--- src/rtl/phr_pkg.sv ---
package phr_pkg;
    typedef enum logic [2:0] {
        OP_LD   = 3'd0,
        OP_ST   = 3'd1,
        OP_LDP  = 3'd2,
        OP_STP  = 3'd3,
        OP_HWR  = 3'd4,
        OP_HRD  = 3'd5,
        OP_RSV6 = 3'd6,
        OP_RSV7 = 3'd7
    } phr_op_e;

    typedef enum logic [1:0] {
        CT_IDLE = 2'd0,
        CT_WAIT = 2'd1,
        CT_XFER = 2'd2
    } ctl_state_e;
endpackage

--- src/rtl/phr_int_ram.sv ---
module phr_int_ram #(
    parameter int WORDS = 16,
    localparam int IW = $clog2(WORDS)
) (
    input  logic          clk,
    input  logic          wr_en,
    input  logic          rd_en,
    input  logic [IW-1:0] idx,
    input  logic [31:0]   wdata,
    output logic [31:0]   rdata
);
    logic [31:0] words_q [WORDS];

    always_ff @(posedge clk) begin
        if (wr_en) words_q[idx] <= wdata;
        if (rd_en) rdata <= words_q[idx];
    end
endmodule

--- src/rtl/phr_ext_ctrl.sv ---
module phr_ext_ctrl
    import phr_pkg::*;
#(
    parameter int AW         = 16,
    parameter int LAUNCH_CYC = 2,
    localparam int CW = $clog2(LAUNCH_CYC + 1)
) (
    input  logic          clk,
    input  logic          rst_n,
    input  logic          start,
    input  logic          start_we,
    input  logic          start_phrase,
    input  logic [AW-1:2] start_addr,
    input  logic [31:0]   start_data,
    input  logic [31:0]   hi_word,
    input  logic          mem_ack,
    input  logic [63:0]   mem_rdata,
    output logic          busy,
    output logic          mem_req,
    output logic          mem_we,
    output logic [AW-1:0] mem_addr,
    output logic [7:0]    mem_be,
    output logic [63:0]   mem_wdata,
    output logic          ld_done,
    output logic [31:0]   ld_word,
    output logic [31:0]   ld_upper
);
    typedef struct packed {
        ctl_state_e    state;
        logic [CW-1:0] cnt;
        logic          we;
        logic          phrase;
        logic          lane;
        logic [AW-1:0] paddr;
        logic [31:0]   low;
        logic [63:0]   wdata;
        logic [7:0]    be;
    } ctl_t;

    ctl_t c_d, c_q;

    always_comb begin
        c_d     = c_q;
        ld_done = 1'b0;
        case (c_q.state)
            CT_IDLE: begin
                if (start) begin
                    c_d.state  = CT_WAIT;
                    c_d.cnt    = CW'(LAUNCH_CYC);
                    c_d.we     = start_we;
                    c_d.phrase = start_phrase;
                    c_d.lane   = start_addr[2];
                    c_d.paddr  = {start_addr[AW-1:3], 3'b000};
                    c_d.low    = start_data;
                end
            end
            CT_WAIT: begin
                // launch point: store data is sampled here, not at acceptance
                if (c_q.cnt <= CW'(1)) begin
                    c_d.state = CT_XFER;
                    c_d.wdata = c_q.phrase ? {hi_word, c_q.low} : {c_q.low, c_q.low};
                    c_d.be    = c_q.phrase ? 8'hFF : (c_q.lane ? 8'hF0 : 8'h0F);
                end else begin
                    c_d.cnt = c_q.cnt - CW'(1);
                end
            end
            CT_XFER: begin
                if (mem_ack) begin
                    c_d.state = CT_IDLE;
                    ld_done   = !c_q.we;
                end
            end
            default: c_d.state = CT_IDLE;
        endcase
    end

    always_ff @(posedge clk) begin
        if (!rst_n) c_q <= '0;
        else        c_q <= c_d;
    end

    assign busy      = (c_q.state != CT_IDLE);
    assign mem_req   = (c_q.state == CT_XFER);
    assign mem_we    = c_q.we;
    assign mem_addr  = c_q.paddr;
    assign mem_be    = c_q.be;
    assign mem_wdata = c_q.wdata;
    assign ld_upper  = mem_rdata[63:32];
    assign ld_word   = (c_q.phrase || !c_q.lane) ? mem_rdata[31:0] : mem_rdata[63:32];
endmodule

--- src/rtl/phr_unit.sv ---
module phr_unit
    import phr_pkg::*;
#(
    parameter int AW         = 16,
    parameter int INT_WORDS  = 16,
    parameter int LAUNCH_CYC = 2,
    localparam int IW = $clog2(INT_WORDS)
) (
    input  logic          clk,
    input  logic          rst_n,
    input  logic          req_valid,
    input  logic [2:0]    req_op,
    input  logic [AW-1:0] req_addr,
    input  logic [31:0]   req_wdata,
    output logic          stall,
    output logic          int_rvalid,
    output logic [31:0]   int_rdata,
    output logic          ext_rvalid,
    output logic [31:0]   ext_rdata,
    output logic          mem_req,
    output logic          mem_we,
    output logic [AW-1:0] mem_addr,
    output logic [7:0]    mem_be,
    output logic [63:0]   mem_wdata,
    input  logic          mem_ack,
    input  logic [63:0]   mem_rdata
);
    typedef struct packed {
        logic [31:0] hi;
        logic        irv;
        logic        isel_hi;
        logic [31:0] hrd_data;
        logic        erv;
        logic [31:0] erdata;
    } top_t;

    top_t    t_d, t_q;
    phr_op_e op;
    logic    is_mem, is_int, is_store, is_load, is_phrase;
    logic    ext_req, accept, busy;
    logic    ram_wr, ram_rd;
    logic    ld_done;
    logic [31:0] ld_word, ld_upper, ram_rdata;
    wire     unused_addr_lsbs = ^req_addr[1:0];

    always_comb begin
        op        = phr_op_e'(req_op);
        is_mem    = (op == OP_LD) || (op == OP_ST) || (op == OP_LDP) || (op == OP_STP);
        is_store  = (op == OP_ST) || (op == OP_STP);
        is_load   = (op == OP_LD) || (op == OP_LDP);
        is_phrase = (op == OP_LDP) || (op == OP_STP);
        is_int    = req_addr[AW-1];
        ext_req   = req_valid && is_mem && !is_int;
        stall     = ext_req && busy;
        accept    = req_valid && !stall;
        ram_wr    = accept && is_int && is_store;
        ram_rd    = accept && is_int && is_load;
    end

    phr_int_ram #(.WORDS(INT_WORDS)) u_ram (
        .clk   (clk),
        .wr_en (ram_wr),
        .rd_en (ram_rd),
        .idx   (req_addr[2 +: IW]),
        .wdata (req_wdata),
        .rdata (ram_rdata)
    );

    phr_ext_ctrl #(.AW(AW), .LAUNCH_CYC(LAUNCH_CYC)) u_ctrl (
        .clk          (clk),
        .rst_n        (rst_n),
        .start        (ext_req && !busy),
        .start_we     (is_store),
        .start_phrase (is_phrase),
        .start_addr   (req_addr[AW-1:2]),
        .start_data   (req_wdata),
        .hi_word      (t_q.hi),
        .mem_ack      (mem_ack),
        .mem_rdata    (mem_rdata),
        .busy         (busy),
        .mem_req      (mem_req),
        .mem_we       (mem_we),
        .mem_addr     (mem_addr),
        .mem_be       (mem_be),
        .mem_wdata    (mem_wdata),
        .ld_done      (ld_done),
        .ld_word      (ld_word),
        .ld_upper     (ld_upper)
    );

    always_comb begin
        t_d         = t_q;
        t_d.irv     = accept && ((op == OP_HRD) || ram_rd);
        t_d.isel_hi = (op == OP_HRD);
        if (accept && op == OP_HRD) t_d.hrd_data = t_q.hi;
        t_d.erv = ld_done;
        if (ld_done) begin
            t_d.erdata = ld_word;
            t_d.hi     = ld_upper;
        end
        // a core write is later in program order than any load completing now
        if (accept && op == OP_HWR) t_d.hi = req_wdata;
    end

    always_ff @(posedge clk) begin
        if (!rst_n) t_q <= '0;
        else        t_q <= t_d;
    end

    assign int_rvalid = t_q.irv;
    assign int_rdata  = t_q.isel_hi ? t_q.hrd_data : ram_rdata;
    assign ext_rvalid = t_q.erv;
    assign ext_rdata  = t_q.erdata;
endmodule

--- config.mk ---
export PLATFORM = sky130hd
export DESIGN_NAME = phr_unit
export DESIGN_NICKNAME = d
export VERILOG_FILES = /design/src/rtl/phr_pkg.sv /design/src/rtl/phr_int_ram.sv /design/src/rtl/phr_ext_ctrl.sv /design/src/rtl/phr_unit.sv
export SDC_FILE = /design/constraint.sdc
export NUM_CORES = 1
export LEC_CHECK = 0
export BUFFER_PORTS_ARGS = -buffer_cell sky130_fd_sc_hd__buf_2
export CAP_MARGIN = 5
export CORE_UTILIZATION = 40
export CTS_BUF_LIST = sky130_fd_sc_hd__clkbuf_2
export CTS_CLUSTER_DIAMETER = 200
export DETAILED_ROUTE_END_ITERATION = 12
export GPL_TIMING_DRIVEN = 0
export PLACE_DENSITY = 0.62
export SYNTH_ARGS = -nofsm -noshare
export SYNTH_HDL_FRONTEND = slang
export SYNTH_SLANG_ARGS = --single-unit
--- constraint.sdc ---
create_clock -name clk -period 9.13 [get_ports clk]
set_input_delay 1.826 -clock clk [delete_from_list [all_inputs] [get_ports clk]]
set_output_delay 1.826 -clock clk [all_outputs]
set_load 0.05 [all_outputs]
Word-level counts from Yosys, hierarchy flattened

Memories as Yosys holds them, arrays and structs flattened. A register that Yosys moved wholly into a read port is not among the register bits.
Index checks and enable logic that the tools add are counted.

Register bits after elaboration: 223
Memory bits (writable): 512
Output and inout bits: 157
Logic and storage cells: 79
Memories kept: 1

Memories:

| name          | depth | width | rd ports | clocked after Yosys merged registers in | write ports | RTL line          | RTL |
|---|---|---|---|---|---|---|---|
| u_ram.words_q | 16    | 32    | 1        | 1                                       | 1           | phr_int_ram.sv:12 | `logic [31:0] words_q [WORDS];` |

$add $sub $neg: 1
$lt $le $gt $ge: 1
Eq/ne operators: 11
Mux-type cells: 17
Reduce and logical (&&, ||, !) cells: 33

Operators by type and width:

| operator            | count |
|---|---|
| $mux 32             | 4 |
| $mux 64             | 1 |
| $mux 55             | 1 |
| $mux 8              | 2 |
| $logic_and 1x1->1   | 11 |
| $logic_or 1x1->1    | 8 |
| $eq 3x2->1 const B  | 2 |
| $eq 3x3->1 const B  | 2 |
| $mux 2              | 3 |
| $ne 2x1->1 const B  | 3 |
| $pmux 2 s3          | 1 |
| $reduce_and 3->1    | 2 |
| $reduce_bool 2->1   | 3 |
| $logic_not 1->1     | 5 |
| $mux 1              | 4 |
| $pmux 2 s2          | 1 |
| $reduce_and 2->1    | 2 |
| $eq 3x1->1 const B  | 1 |
| $logic_not 3->1     | 1 |
| $eq 2x1->1 const B  | 1 |
| $eq 2x2->1 const B  | 1 |
| $le 2x1->1 const B  | 1 |
| $logic_not 2->1     | 1 |
| $ne 2x2->1 const B  | 1 |
| $sub 2x1->2 const B | 1 |

Depth between registers and ports, before layout

Word-level depth: 13
Mapped depth: 7
Gate-level depth less buffers: 5

Cells and area by module

A second synthesis with hierarchy kept.

Cell total of the unflattened synthesis: 2,009
Area total of the unflattened synthesis: 31,098.6 um^2

By module, submodules not included:

| module       | times used | cells each | area an instance (um^2) |
|---|---|---|---|
| phr_int_ram  | 1          | 840        | 20,183.1 |
| phr_ext_ctrl | 1          | 695        | 6,271.0 |
| phr_unit     | 1          | 474        | 4,644.5 |

Least setup slack after synthesis

Ideal clock, no wire load.

Path kind: input -> register
Start point: input port req_valid
End point: register t_q, in the netlist int_rvalid
Library setup time: 0.073 ns
Data arrival time: 6.105 ns
Setup slack: 2.952 ns
Cell stages on the path: 4
Path buffers: 1
Path through: clkbuf_1 inv_1 nor4b_1 o2111a_1

Cells in the longest elaborated chain, start to end: 9

RTL lines:

| what                               | RTL line        | RTL |
|---|---|---|
| from (decl)                        | phr_unit.sv:11  | `input logic req_valid,` |
| $logic_and 1x1->1 (2 in a row)     | phr_unit.sv:53  | `ext_req = req_valid && is_mem && !is_int;` |
| $logic_and 1x1->1                  | phr_unit.sv:54  | `stall = ext_req && busy;` |
| $logic_not 1->1                    | phr_unit.sv:55  | `accept = req_valid && !stall;` |
| $logic_and 1x1->1 (*)              | phr_unit.sv:55  |  |
| $logic_and 1x1->1 (*) (2 in a row) | phr_unit.sv:57  | `ram_rd = accept && is_int && is_load;` |
| via ram_rd                         | phr_unit.sv:41  | `logic ram_wr, ram_rd;` |
| $logic_or 1x1->1 (*)               | phr_unit.sv:93  | `t_d.irv = accept && ((op == OP_HRD) \|\| ram_rd);` |
| $logic_and 1x1->1 (*)              | phr_unit.sv:93  |  |
| to (signal assigned)               | phr_unit.sv:107 | `else t_q <= t_d;` |
| to (decl)                          | phr_unit.sv:37  | `top_t t_d, t_q;` |

Mark *: on every way through the listed nets, which the timed path passes. The rest lies on a longest branch.
A chain may end at the register's enable or synchronous reset.

Worst setup path after layout

Start point: register t_q[65] in the netlist's numbering
End point: output port int_rdata[1]

Cells in the longest elaborated chain, start to end: 1

RTL lines:

| what      | RTL line        | RTL |
|---|---|---|
| $mux 32   | phr_unit.sv:111 | `assign int_rdata = t_q.isel_hi ? t_q.hrd_data : ram_rdata;` |
| to (decl) | phr_unit.sv:17  | `output logic [31:0] int_rdata,` |

No other way between the ends.

==> out/metrics.csv <==
metric,value,unit
tightest_slew,1.01,ns
p_leak,12.7,nW
cts_made_buffers,180,
wl_per_cell,23.1,um
vias_per_cell,5.30,
fillers,6612,
arrival,3.21,ns
drt_first_pass_iters,5,
cp_max_fo,10,
rsz0062_at_grt,false,
skew,0.0640,ns
hold_viol_final,0,
holdPathStages,2,
gp_congestion,0.871,
synth_cell_types,39,
grt_use_met3,5.19,%
ys.flop_type,edfxtp_1,
drive_gt1_share,35.4,%
synth.yosys.warnings,0,
maxCapViolations,0,
reg2reg_to,u_ctrl.mem_wdata[22],
grt_max_degree,21,
path_clk_slew,0.11,ns
area_growth,15.8,%
setup_violations,0,
grtUsageMet1,25.6,%
wl,82.7,mm
finalWorstSetupSlack,4.10,ns
core,0.0751,mm^2
drt_iter0_drc,1360,
io_pins,276,
syn_area,0.0306,mm^2
die_x,278,um
clock_latency,1.36,ns
post-dp-hpwl,60.7,mm
pre_cts_ws,4.30,ns
min_path_type,reg2reg,
tns,0,ns
cts_tree,done,
rr_worst_depth,7,
synthCells,1987,
criticalPathCategory,reg2out,
antenna_found_initial,13,
ys_ff_latch,761,
crit_required,7.30,ns
r2r_setup_slack,6.93,ns
num_rows,100,
cp_slowest_cell,buf_1,
avgSynthCellArea,15.4,um^2
maxSlewViolCount,0,
max_freq,199,MHz
peakVddDrop,76.8,uV
end_kind,output port,
remaining_drc_errors,0,
status,"complete, no violations",
global_route.usage.met2,37.3,%
cts_root_buffer,clkbuf_2,
ctsResizeCount,0,
period_needed,5.03,ns
ant_nets,0,
cts_setup_buffers,0,
grt_pass1_vias,19810,
min_from,t_q[47],
cp-start-kind,flip-flop,
vias,18987,
fin_crit_sh,55.1,%
htreeDepth,4,
placement.io_buffers,267,
start_util,40.7,%
path_cells,clkbuf_1 > buf_1 > mux2_2 > buf_2,
layout.nets,2586,
relSlewSlack,32.5,%
timing.rr.start,u_ctrl.c_q[124],
die_h,278,um
grt_usage,21.4,%
ys_seq_area_share,67.7,%
busiest_layer,met2,
final_cell_mix,"edfxtp_1 (544), buf_2 (307), clkbuf_2 (252)",
powerDensity,182,mW/mm^2
grt_first_pass_wirelength,122,mm
hold_end,t_q[47],
async_reset_ff_share,0,%
clkSinkCount,761,
clockBufferDepth,3,
fp.dieArea,0.0775,mm^2
grt_overflow_total,0,
cts_hold_buf,0,
synth_edf_count,544,
mostFrequentLayoutCell,edfxtp_1,
cpPeakStageDelay,0.61,ns
## power by group
group	internal, mW	switching (mW)	leakage (nW)
Combinational	0.161	0.304	4.81
Sequential	3.73	0.0217	6.66
Clock	0.864	1.36	1.24
Total	4.75	1.68	12.7
## state kept, by name, indices dropped and copies added, names as in the netlist
register          cells
u_ctrl.mem_wdata     64
u_ctrl.mem_addr      13
t_q                  65
ext_rdata            32
u_ram.rdata          32
u_ctrl.c_q           38
u_ctrl.mem_we         1
u_ram.words_q       512
u_ctrl.mem_be         2
int_rvalid            1
ext_rvalid            1
## per-layer routing
metal  vias up  routed length, um  share of wire, %
met3       151               4910               5.9
met2       692              42600                51
met1      9520              33200                40
met4        14               1970               2.4
li1       8610                  -                 -
met5         -                 84              0.10
## critical path, delay by kind of cell, from the launching register on
| kind | cells | cell delay, ns |
|---|---|---|
| muxes | 1 | 0.46 |
| buffers and inverters | 3 | 1.07 |
| DFF | 1 | 0.33 |
## kinds of logic (layout without fill, tap and decap cells)
group                      Yosys count  after routing  share of synthesized area, %
adders and majority gates            1              1                        0.0409
buffers and inverters              280            899                          5.41
and+or+nand+nor                    295            295                          4.53
AOI/OAI and AO/OA                  393            393                          8.59
DFF                                761            761                          67.7
muxes                              256            256                          13.8
other                                1              7                        0.0123
## area by class of cell
| class | instances | area, um^2 | share of cell area [%] |
|---|---|---|---|
| clock buffer | 251 | 1260 | 3.55 |
| tap | 969 | 1210 | 3.42 |
| clock inverter | 73 | 410 | 1.16 |
| buffer | 276 | 1640 | 4.63 |
| timing repair buffer | 295 | 1830 | 5.16 |
| sequential | 761 | 20700 | 58.4 |
| inverter | 4 | 15.0 | 0.0424 |
| multi-input combinational | 948 | 8350 | 23.6 |
| antenna | 4 | 10.0 | 0.0283 |
## Yosys cell counts (all sizes together), types with 2 or more instances
cell / count / area (um^2)
a211oi: 98 / 736
a21boi: 47 / 353
a21oi: 99 / 495
a22oi: 64 / 480
and2: 2 / 12.5
and3: 46 / 288
and4b: 4 / 40.0
buf: 193 / 1330
clkbuf: 83 / 313
dfxtp: 217 / 4340
edfxtp: 544 / 16300
inv: 4 / 15.0
mux2: 32 / 360
mux2i: 96 / 961
mux4: 128 / 2880
nand2: 102 / 383
nand2b: 4 / 25.0
nand3: 34 / 170
nor2: 81 / 304
nor2b: 8 / 50.1
nor3: 7 / 35.0
nor4: 2 / 27.5
nor4bb: 2 / 20.0
o21a: 49 / 368
o21ai: 33 / 165
## how the worst max path moves through the flow
stage,endpoint,depth (start not counted),slack [ns],startpoint
final,int_rdata[1],4,4.10,t_q[65]
after floorplan,int_rvalid,4,2.95,req_valid
after global placement,int_rvalid,5,-0.36,req_valid
after global routing,int_rdata[4],4,3.94,t_q[65]
after CTS,int_rdata[16],4,3.91,t_q[65]
after detailed placement,stall,5,4.30,req_valid
## stage by stage
stage / util [%] / power (mW) / instance area [um^2] / hold slack (ns) / std cells
after floorplan: - / 4.10 / 30600 / 0.433 / 1989
after global placement: 44.1 / 4.27 / 33100 / 0.439 / 3225
after detailed placement: 44.9 / 4.29 / 33700 / 0.449 / 3253
after CTS: 47.1 / 6.50 / 35400 / 0.463 / 3577
after global routing: 47.2 / 6.70 / 35400 / 0.487 / 3579
final: 47.2 / 6.43 / 35400 / 0.464 / 3581
(Power assumes the default switching activity.)
